## src/rtl/rxd_pkg.sv

```systemverilog
package rxd_pkg;
  typedef enum logic [1:0] {
    ST_IDLE = 2'd0,
    ST_SET  = 2'd1,
    ST_REQ  = 2'd2
  } sweep_st_t;
endpackage

```

## src/rtl/rxd_adjust_reg.sv

```systemverilog
module rxd_adjust_reg #(
  parameter int DW      = 32,
  parameter int FIX_BIT = 13,
  parameter int DLY_LSB = 16,
  parameter int DLY_W   = 6
) (
  input  logic             clk,
  input  logic             rst_n,
  input  logic             load_en,
  input  logic [DW-1:0]    load_val,
  input  logic             fix_set,
  input  logic             fix_clr,
  input  logic             dly_wr,
  input  logic [DLY_W-1:0] dly_val,
  output logic [DW-1:0]    adj_o
);
  localparam int DLY_MSB = DLY_LSB + DLY_W - 1;
  localparam logic [DW-1:0] DLY_MASK = ((DW'(1) << DLY_W) - DW'(1)) << DLY_LSB;

  logic [DW-1:0] adj_q, adj_d;
  logic          adj_en;

  assign adj_en = load_en | fix_set | fix_clr | dly_wr;

  always_comb begin
    adj_d = adj_q;
    if (load_en) adj_d = load_val;
    if (fix_set) adj_d[FIX_BIT] = 1'b1;
    if (fix_clr) adj_d[FIX_BIT] = 1'b0;
    if (dly_wr)  adj_d[DLY_MSB:DLY_LSB] = dly_val;
  end

  always_ff @(posedge clk or negedge rst_n) begin
    if (!rst_n)      adj_q <= '0;
    else if (adj_en) adj_q <= adj_d;
  end

  assign adj_o = adj_q;

  // a delay write touches only the delay field
  assert_dly_write_local_R3: assert property (@(posedge clk) disable iff (!rst_n)
    (dly_wr && !load_en && !fix_set && !fix_clr) |=>
      ((adj_q & ~DLY_MASK) == ($past(adj_q) & ~DLY_MASK)));

  // fixed enable is on after a set
  assert_fix_set_R2: assert property (@(posedge clk) disable iff (!rst_n)
    (fix_set && !fix_clr && !load_en) |=> adj_q[FIX_BIT]);
endmodule

```

## src/rtl/rxd_len_sel.sv

```systemverilog
module rxd_len_sel #(
  parameter int LEN_W      = 8,
  parameter int LEN_WIDE   = 128,
  parameter int LEN_NARROW = 64
) (
  input  logic             clk,
  input  logic             rst_n,
  input  logic             cap_en,
  input  logic             wide_i,
  output logic [LEN_W-1:0] len_o
);
  logic [LEN_W-1:0] len_q, len_d;

  assign len_d = wide_i ? LEN_W'(LEN_WIDE) : LEN_W'(LEN_NARROW);

  always_ff @(posedge clk or negedge rst_n) begin
    if (!rst_n)      len_q <= LEN_W'(LEN_NARROW);
    else if (cap_en) len_q <= len_d;
  end

  assign len_o = len_q;

  // only the two legal lengths ever appear
  assert_len_legal_R4: assert property (@(posedge clk) disable iff (!rst_n)
    (len_q == LEN_W'(LEN_WIDE)) || (len_q == LEN_W'(LEN_NARROW)));
endmodule

```

## src/rtl/rxd_sweep_fsm.sv

```systemverilog
module rxd_sweep_fsm
  import rxd_pkg::*;
#(
  parameter int DLY_W = 6
) (
  input  logic             clk,
  input  logic             rst_n,
  input  logic             start_i,
  input  logic [DLY_W-1:0] div_i,
  input  logic             cmd_ack_i,
  input  logic             cmd_ok_i,
  output logic             busy_o,
  output logic             cmd_req_o,
  output logic             cap_o,
  output logic             fix_set_o,
  output logic             fix_clr_o,
  output logic             dly_wr_o,
  output logic [DLY_W-1:0] dly_o,
  output logic             done_o,
  output logic             pass_o
);
  localparam int CW = DLY_W + 1;

  sweep_st_t        st_q, st_d;
  logic [DLY_W-1:0] trial_q, trial_d, limit_q, limit_d;
  logic             done_q, done_d, pass_q, pass_d;
  logic             last_trial;

  assign last_trial = (CW'(trial_q) + CW'(1)) == CW'(limit_q);

  always_comb begin
    st_d      = st_q;
    trial_d   = trial_q;
    limit_d   = limit_q;
    done_d    = 1'b0;
    pass_d    = pass_q;
    cap_o     = 1'b0;
    fix_set_o = 1'b0;
    fix_clr_o = 1'b0;
    dly_wr_o  = 1'b0;
    unique case (st_q)
      ST_IDLE: begin
        if (start_i) begin
          cap_o   = 1'b1;
          limit_d = div_i;
          pass_d  = 1'b0;
          trial_d = '0;
          if (div_i == '0) begin
            done_d = 1'b1;
          end else begin
            fix_set_o = 1'b1;
            st_d      = ST_SET;
          end
        end
      end
      ST_SET: begin
        dly_wr_o = 1'b1;
        st_d     = ST_REQ;
      end
      ST_REQ: begin
        if (cmd_ack_i) begin
          if (cmd_ok_i) begin
            pass_d = 1'b1;
            done_d = 1'b1;
            st_d   = ST_IDLE;
          end else if (last_trial) begin
            fix_clr_o = 1'b1;
            done_d    = 1'b1;
            st_d      = ST_IDLE;
          end else begin
            trial_d = trial_q + DLY_W'(1);
            st_d    = ST_SET;
          end
        end
      end
      default: st_d = ST_IDLE;
    endcase
  end

  always_ff @(posedge clk or negedge rst_n) begin
    if (!rst_n) begin
      st_q    <= ST_IDLE;
      trial_q <= '0;
      limit_q <= '0;
      done_q  <= 1'b0;
      pass_q  <= 1'b0;
    end else begin
      st_q   <= st_d;
      done_q <= done_d;
      if (st_q != ST_REQ || cmd_ack_i) trial_q <= trial_d;
      if (cap_o) limit_q <= limit_d;
      if (cap_o || done_d) pass_q <= pass_d;
    end
  end

  assign busy_o    = (st_q != ST_IDLE);
  assign cmd_req_o = (st_q == ST_REQ);
  assign dly_o     = trial_q;
  assign done_o    = done_q;
  assign pass_o    = pass_q;

  // done is a single-cycle pulse
  assert_done_pulse_R5: assert property (@(posedge clk) disable iff (!rst_n)
    done_q |=> !done_q);

  // trial index stays below the captured divider during a sweep
  assert_trial_bound_R6: assert property (@(posedge clk) disable iff (!rst_n)
    busy_o |-> (trial_q < limit_q));

  // a start while busy leaves the captured bound alone
  assert_start_busy_ignored_R8: assert property (@(posedge clk) disable iff (!rst_n)
    (busy_o && start_i) |=> $stable(limit_q));

  // pass only moves at a start or at the end of a sweep
  assert_pass_hold_R11: assert property (@(posedge clk) disable iff (!rst_n)
    (!done_d && !(start_i && !busy_o)) |=> $stable(pass_q));
endmodule

```

## src/rtl/rxd_delay_sweep.sv

```systemverilog
module rxd_delay_sweep
  import rxd_pkg::*;
#(
  parameter int DW         = 32,
  parameter int FIX_BIT    = 13,
  parameter int DLY_LSB    = 16,
  parameter int DLY_W      = 6,
  parameter int LEN_W      = 8,
  parameter int LEN_WIDE   = 128,
  parameter int LEN_NARROW = 64
) (
  input  logic             clk,
  input  logic             rst_n,
  input  logic             start,
  input  logic [DLY_W-1:0] clk_div,
  input  logic             bus_8bit,
  input  logic             adj_load,
  input  logic [DW-1:0]    adj_load_val,
  output logic [DW-1:0]    adj_value,
  output logic             cmd_req,
  output logic [LEN_W-1:0] cmd_len,
  input  logic             cmd_ack,
  input  logic             cmd_ok,
  output logic             busy,
  output logic             done,
  output logic             pass
);
  logic [1:0]       rst_sync_q;
  logic             rst_int_n;
  logic             cap, fix_set, fix_clr, dly_wr, load_ok;
  logic [DLY_W-1:0] dly;

  always_ff @(posedge clk or negedge rst_n) begin
    if (!rst_n) rst_sync_q <= 2'b00;
    else        rst_sync_q <= {rst_sync_q[0], 1'b1};
  end
  assign rst_int_n = rst_sync_q[1];

  assign load_ok = adj_load & ~busy & ~start;

  rxd_sweep_fsm #(.DLY_W(DLY_W)) u_fsm (
    .clk       (clk),
    .rst_n     (rst_int_n),
    .start_i   (start),
    .div_i     (clk_div),
    .cmd_ack_i (cmd_ack),
    .cmd_ok_i  (cmd_ok),
    .busy_o    (busy),
    .cmd_req_o (cmd_req),
    .cap_o     (cap),
    .fix_set_o (fix_set),
    .fix_clr_o (fix_clr),
    .dly_wr_o  (dly_wr),
    .dly_o     (dly),
    .done_o    (done),
    .pass_o    (pass)
  );

  rxd_adjust_reg #(
    .DW(DW), .FIX_BIT(FIX_BIT), .DLY_LSB(DLY_LSB), .DLY_W(DLY_W)
  ) u_adj (
    .clk      (clk),
    .rst_n    (rst_int_n),
    .load_en  (load_ok),
    .load_val (adj_load_val),
    .fix_set  (fix_set),
    .fix_clr  (fix_clr),
    .dly_wr   (dly_wr),
    .dly_val  (dly),
    .adj_o    (adj_value)
  );

  rxd_len_sel #(
    .LEN_W(LEN_W), .LEN_WIDE(LEN_WIDE), .LEN_NARROW(LEN_NARROW)
  ) u_len (
    .clk    (clk),
    .rst_n  (rst_int_n),
    .cap_en (cap),
    .wide_i (bus_8bit),
    .len_o  (cmd_len)
  );

  // request and register hold until the engine answers
  assert_req_hold_R10: assert property (@(posedge clk) disable iff (!rst_int_n)
    (cmd_req && !cmd_ack) |=> (cmd_req && $stable(adj_value)));

  // a passing sweep leaves the fixed enable on
  assert_pass_keeps_fix_R5: assert property (@(posedge clk) disable iff (!rst_int_n)
    (done && pass) |-> adj_value[FIX_BIT]);

  // preload is blocked during a sweep
  assert_load_blocked_R9: assert property (@(posedge clk) disable iff (!rst_int_n)
    (busy && adj_load && !cmd_req) |=> (adj_value != adj_load_val || $stable(adj_value)));
endmodule

```

## config.mk

```make
export PLATFORM = sky130hd
export DESIGN_NAME = rxd_delay_sweep
export DESIGN_NICKNAME = d
export VERILOG_FILES = /design/src/rtl/rxd_pkg.sv /design/src/rtl/rxd_adjust_reg.sv /design/src/rtl/rxd_len_sel.sv /design/src/rtl/rxd_sweep_fsm.sv /design/src/rtl/rxd_delay_sweep.sv
export SDC_FILE = /design/constraint.sdc
export NUM_CORES = 1
export LEC_CHECK = 0
export BUFFER_PORTS_ARGS = -buffer_cell sky130_fd_sc_hd__buf_2
export CAP_MARGIN = 20
export CORE_MARGIN = 1.5
export CORE_UTILIZATION = 50
export CTS_BUF_LIST = sky130_fd_sc_hd__clkbuf_4 sky130_fd_sc_hd__clkbuf_8
export CTS_CLUSTER_DIAMETER = 40
export DETAILED_ROUTE_END_ITERATION = 8
export GPL_TIMING_DRIVEN = 0
export MAX_ROUTING_LAYER = met4
export PLACE_DENSITY_LB_ADDON = 0.1
export SYNTH_ARGS = -nofsm -noshare
export SYNTH_HDL_FRONTEND = slang
export SYNTH_SLANG_ARGS = --single-unit
```

## constraint.sdc

```tcl
create_clock -name clk -period 2.1 [get_ports clk]
set_input_delay 0.42 -clock clk [delete_from_list [all_inputs] [get_ports clk]]
set_output_delay 0.42 -clock clk [all_outputs]
set_load 0.005 [all_outputs]
```

==> results.toml <==
[layout]
nFillCells = 358
nets = 333
seq_area_um2 = 1306
area.growth.synth_to_final_pct = 28.98
layout-drive-gt1-share_pct = 50.35
fin_cells = 340
diodes = 0
multi_input_area_um2 = 935.9

[timing]
hold_violations = 0
worst_slack_ps = 117.2
final_max_slew_viol_count = 0
finalCritPeriodShare_pct = 94.42
fmax_ghz = 0.5043
min_period_ps = 1983
clock_skew_ps = 4.944
setup_violations = 0
rsz0062_at_grt = "false"

[worst_setup_path]
cp_data_arrival_time_ps = 2160
crit_path_max_fanout = 7
cp-end-kind = "flop"
critPathKind = "reg2reg"
critPathBufInv = 0
startpoint_type = "flop"
crit_chain = "ha_4 > nand3_1 > o21a_1 > or4b_4 > o21ai_4 > o22ai_1"
slowest_stage = "or4b_4"
cp_slowest_stage_delay_ps = 570
crit_family = "simple AND/OR/NAND/NOR gates"
required_ps = 2280

[synth]
syn_area_um2 = 2297
yosysWarnings = 0
ys_seq_elements = 52
synth_top_area_share_pct = 55.56
synth_area_leaders = "dfrtp_1 56%, mux2_2 16%, nand2_1 3.1%"
synthArstFlopShare_pct = 100.0
synth_edf_count = 0
synth_cell_type_count = 39
ys.flop_type = "dfrtp_1"
synth_top_cell_by_area = "dfrtp_1"
yosys-top-cells-count = "51 x dfrtp_1, 32 x mux2_2, 19 x nand2_1, 7 x a22oi_1, 7 x inv_1"
postSynthAreaPerCell_um2 = 12.15
synth_cells = 189
ys_seq_area_share_pct = 56.70
synth_most_common_cell = "dfrtp_1"

[detailed_routing]
routed_wl_um = 4521
num_vias = 1722
wire_per_inst_um = 13.30
vias_per_cell = 5.065
drc = 0
antenna_left = 0
drt_pass1_iterations = 4
drtIter0Drc = 110

[grt]
antenna_found_initial = 0
grt-ovfl-total = 0
grt_max_degree = 40
gr-usage-all-layers_pct = 19.08
grt_pass1_vias = 1574
grt_first_pass_wirelength_um = 7293

[placement]
io_buffers = 82
dpl.hpwl_um = 3393
dp_cells = 329
gp_congestion = 0.8351
preCtsSetupSlack_ps = -69.51

[floorplanning]
rows = 24
die_y_um = 70.78
start_util_pct = 52.40
boundaryPins = 89
die_w_um = 70.78
core-area_um2 = 4384
die_area_um2 = 5010

[cts]
cts_buffers = 5
path_clk_slew_ps = 90
cts_tree = "done"
ctsLongestPathBuffers = 2
root_buffer = "clkbuf_8"
cts.sinks = 52
clk_latency_ps = 300
htree_levels = 2

[pwr]
ir_worst_vdd_mv = 0.6674
clockPowerShare_pct = 16.6
p_seq_share_pct = 45.9
switching_share_pct = 31.71
p_leak_nw = 1.461
power_mw = 3.624
power.switching_mw = 1.149
intPower_mw = 2.475
comb_power_share_pct = 37.5
power.density_nw_per_um2 = 1223

[flow_run]
drv_cap = 0

[status]
status = "finished clean"

[hold_path]
worstHoldPathType = "reg2async"
[stage by stage]
stage / area [um2] / utilization (%) / hold slack (ps) / setup TNS (ps)
5_1_grt: 2963 / 67.58 / 179.5 / 0
2_1_floorplan: 2316 / - / 124.4 / 0
6_report: 2963 / 67.58 / 147.2 / 0
3_5_place_dp: 2813 / 64.16 / 155.2 / -415.1
4_1_cts: 2934 / 66.92 / 161.0 / 0
3_3_place_gp: 2791 / 63.67 / 207.6 / -2994
[layout make-up]
class,instances,share of cell area [%]
clock inverter,1,0.2534
clock buffer,7,3.041
sequential,52,44.09
buffer,13,2.576
tap,52,2.196
multi-input combinational,122,31.59
inverter,7,0.8868
timing repair buffer,86,15.37
[cells by family (layout without fill, tap and decap cells)]
group | after synthesis | in the layout | share of synthesized area [%]
and+or+nand+nor | 46 | 46 | 10.35
muxes | 35 | 35 | 16.99
buffers and inverters | 20 | 114 | 4.466
xor gates and xnor gates | 7 | 7 | 2.669
AOI/OAI and AO/OA | 26 | 26 | 7.952
other | 2 | 7 | 0.3269
adders and majority gates | 1 | 1 | 0.5446
DFF | 52 | 52 | 56.70
[cell usage in the layout (no fill, tap or decap), drive strengths merged, types with 2 or more instances in the layout]
cell,count
a22oi,7
and3,2
buf,95
clkbuf,10
conb,7
dfrtp,51
inv,7
mux2,32
mux2i,3
nand2,19
nand3,4
nand4,2
nor2,6
nor2b,3
o211ai,3
o21ai,5
o22ai,3
o31ai,3
or3,3
xnor2,4
xor2,3
[power by group through the flow]
stage,Sequential (mW),Clock (mW),Combinational (mW)
after floorplan,1.71,0,0.736
after global placement,1.68,0,1.26
after detailed placement,1.68,0,1.32
after CTS,1.67,0.615,1.33
after global routing,1.72,0.670,1.49
final,1.66,0.601,1.36
[worst reg2reg max path, cell delays in order, from the launching register on]
cell	delay, ps
dfrtp_2	460
ha_4	190
nand3_1	140
o21a_1	140
or4b_4	570
o21ai_4	250
o22ai_1	110
[path summary, 6_finish.rpt]
kind                                            start                           end  depth (start not counted)  slack [ps]
setup / recovery           u_fsm.dly_o[0]$_DFFE_PN0P_    u_fsm.dly_o[2]$_DFFE_PN0P_                          6         120
hold / removal                rst_sync_q[1]$_DFF_PN0_  u_fsm.limit_q[5]$_DFFE_PN0P_                          0         150
setup reg to reg           u_fsm.dly_o[0]$_DFFE_PN0P_    u_fsm.dly_o[2]$_DFFE_PN0P_                          6         120
hold reg to reg               rst_sync_q[1]$_DFF_PN0_  u_fsm.limit_q[5]$_DFFE_PN0P_                          0         150
max in group asynchronous     rst_sync_q[1]$_DFF_PN0_    u_fsm.dly_o[1]$_DFFE_PN0P_                          1        1460
min in group clk                             bus_8bit    u_len.len_o[6]$_DFFE_PN1P_                          2         280
[routing by layer]
| layer | share of wire [%] | GRT usage (%) | up-vias |
|---|---|---|---|
| li1 | - | - | 851 |
| met1 | 45 | 24.83 | 802 |
| met2 | 47 | 29.08 | 62 |
| met3 | 6.4 | 5.413 | 7 |
| met4 | 1.2 | 6.289 | 0 |
| met5 | 0 | - | - |
[state kept, by name, summed over array words and instances, names as in the netlist]
signal	cells
u_fsm.done_o	1
u_adj.adj_o	32
rst_sync_q	2
u_len.len_o	2
u_fsm.dly_o	6
u_fsm.limit_q	6
u_fsm.st_q	2
u_fsm.pass_o	1
[what timing repair did]
action | in CTS | in global routing
endpoints found under the hold margin | 2 | 0
setup buffers | 0 | 2
gates cloned | 0 | 0
hold buffers | 1 | 0
gates resized for setup | 3 | 3
setup endpoints to repair | 9 | 8
pin swaps | 0 | 0
Note: power is estimated with default switching activity, not from simulation.
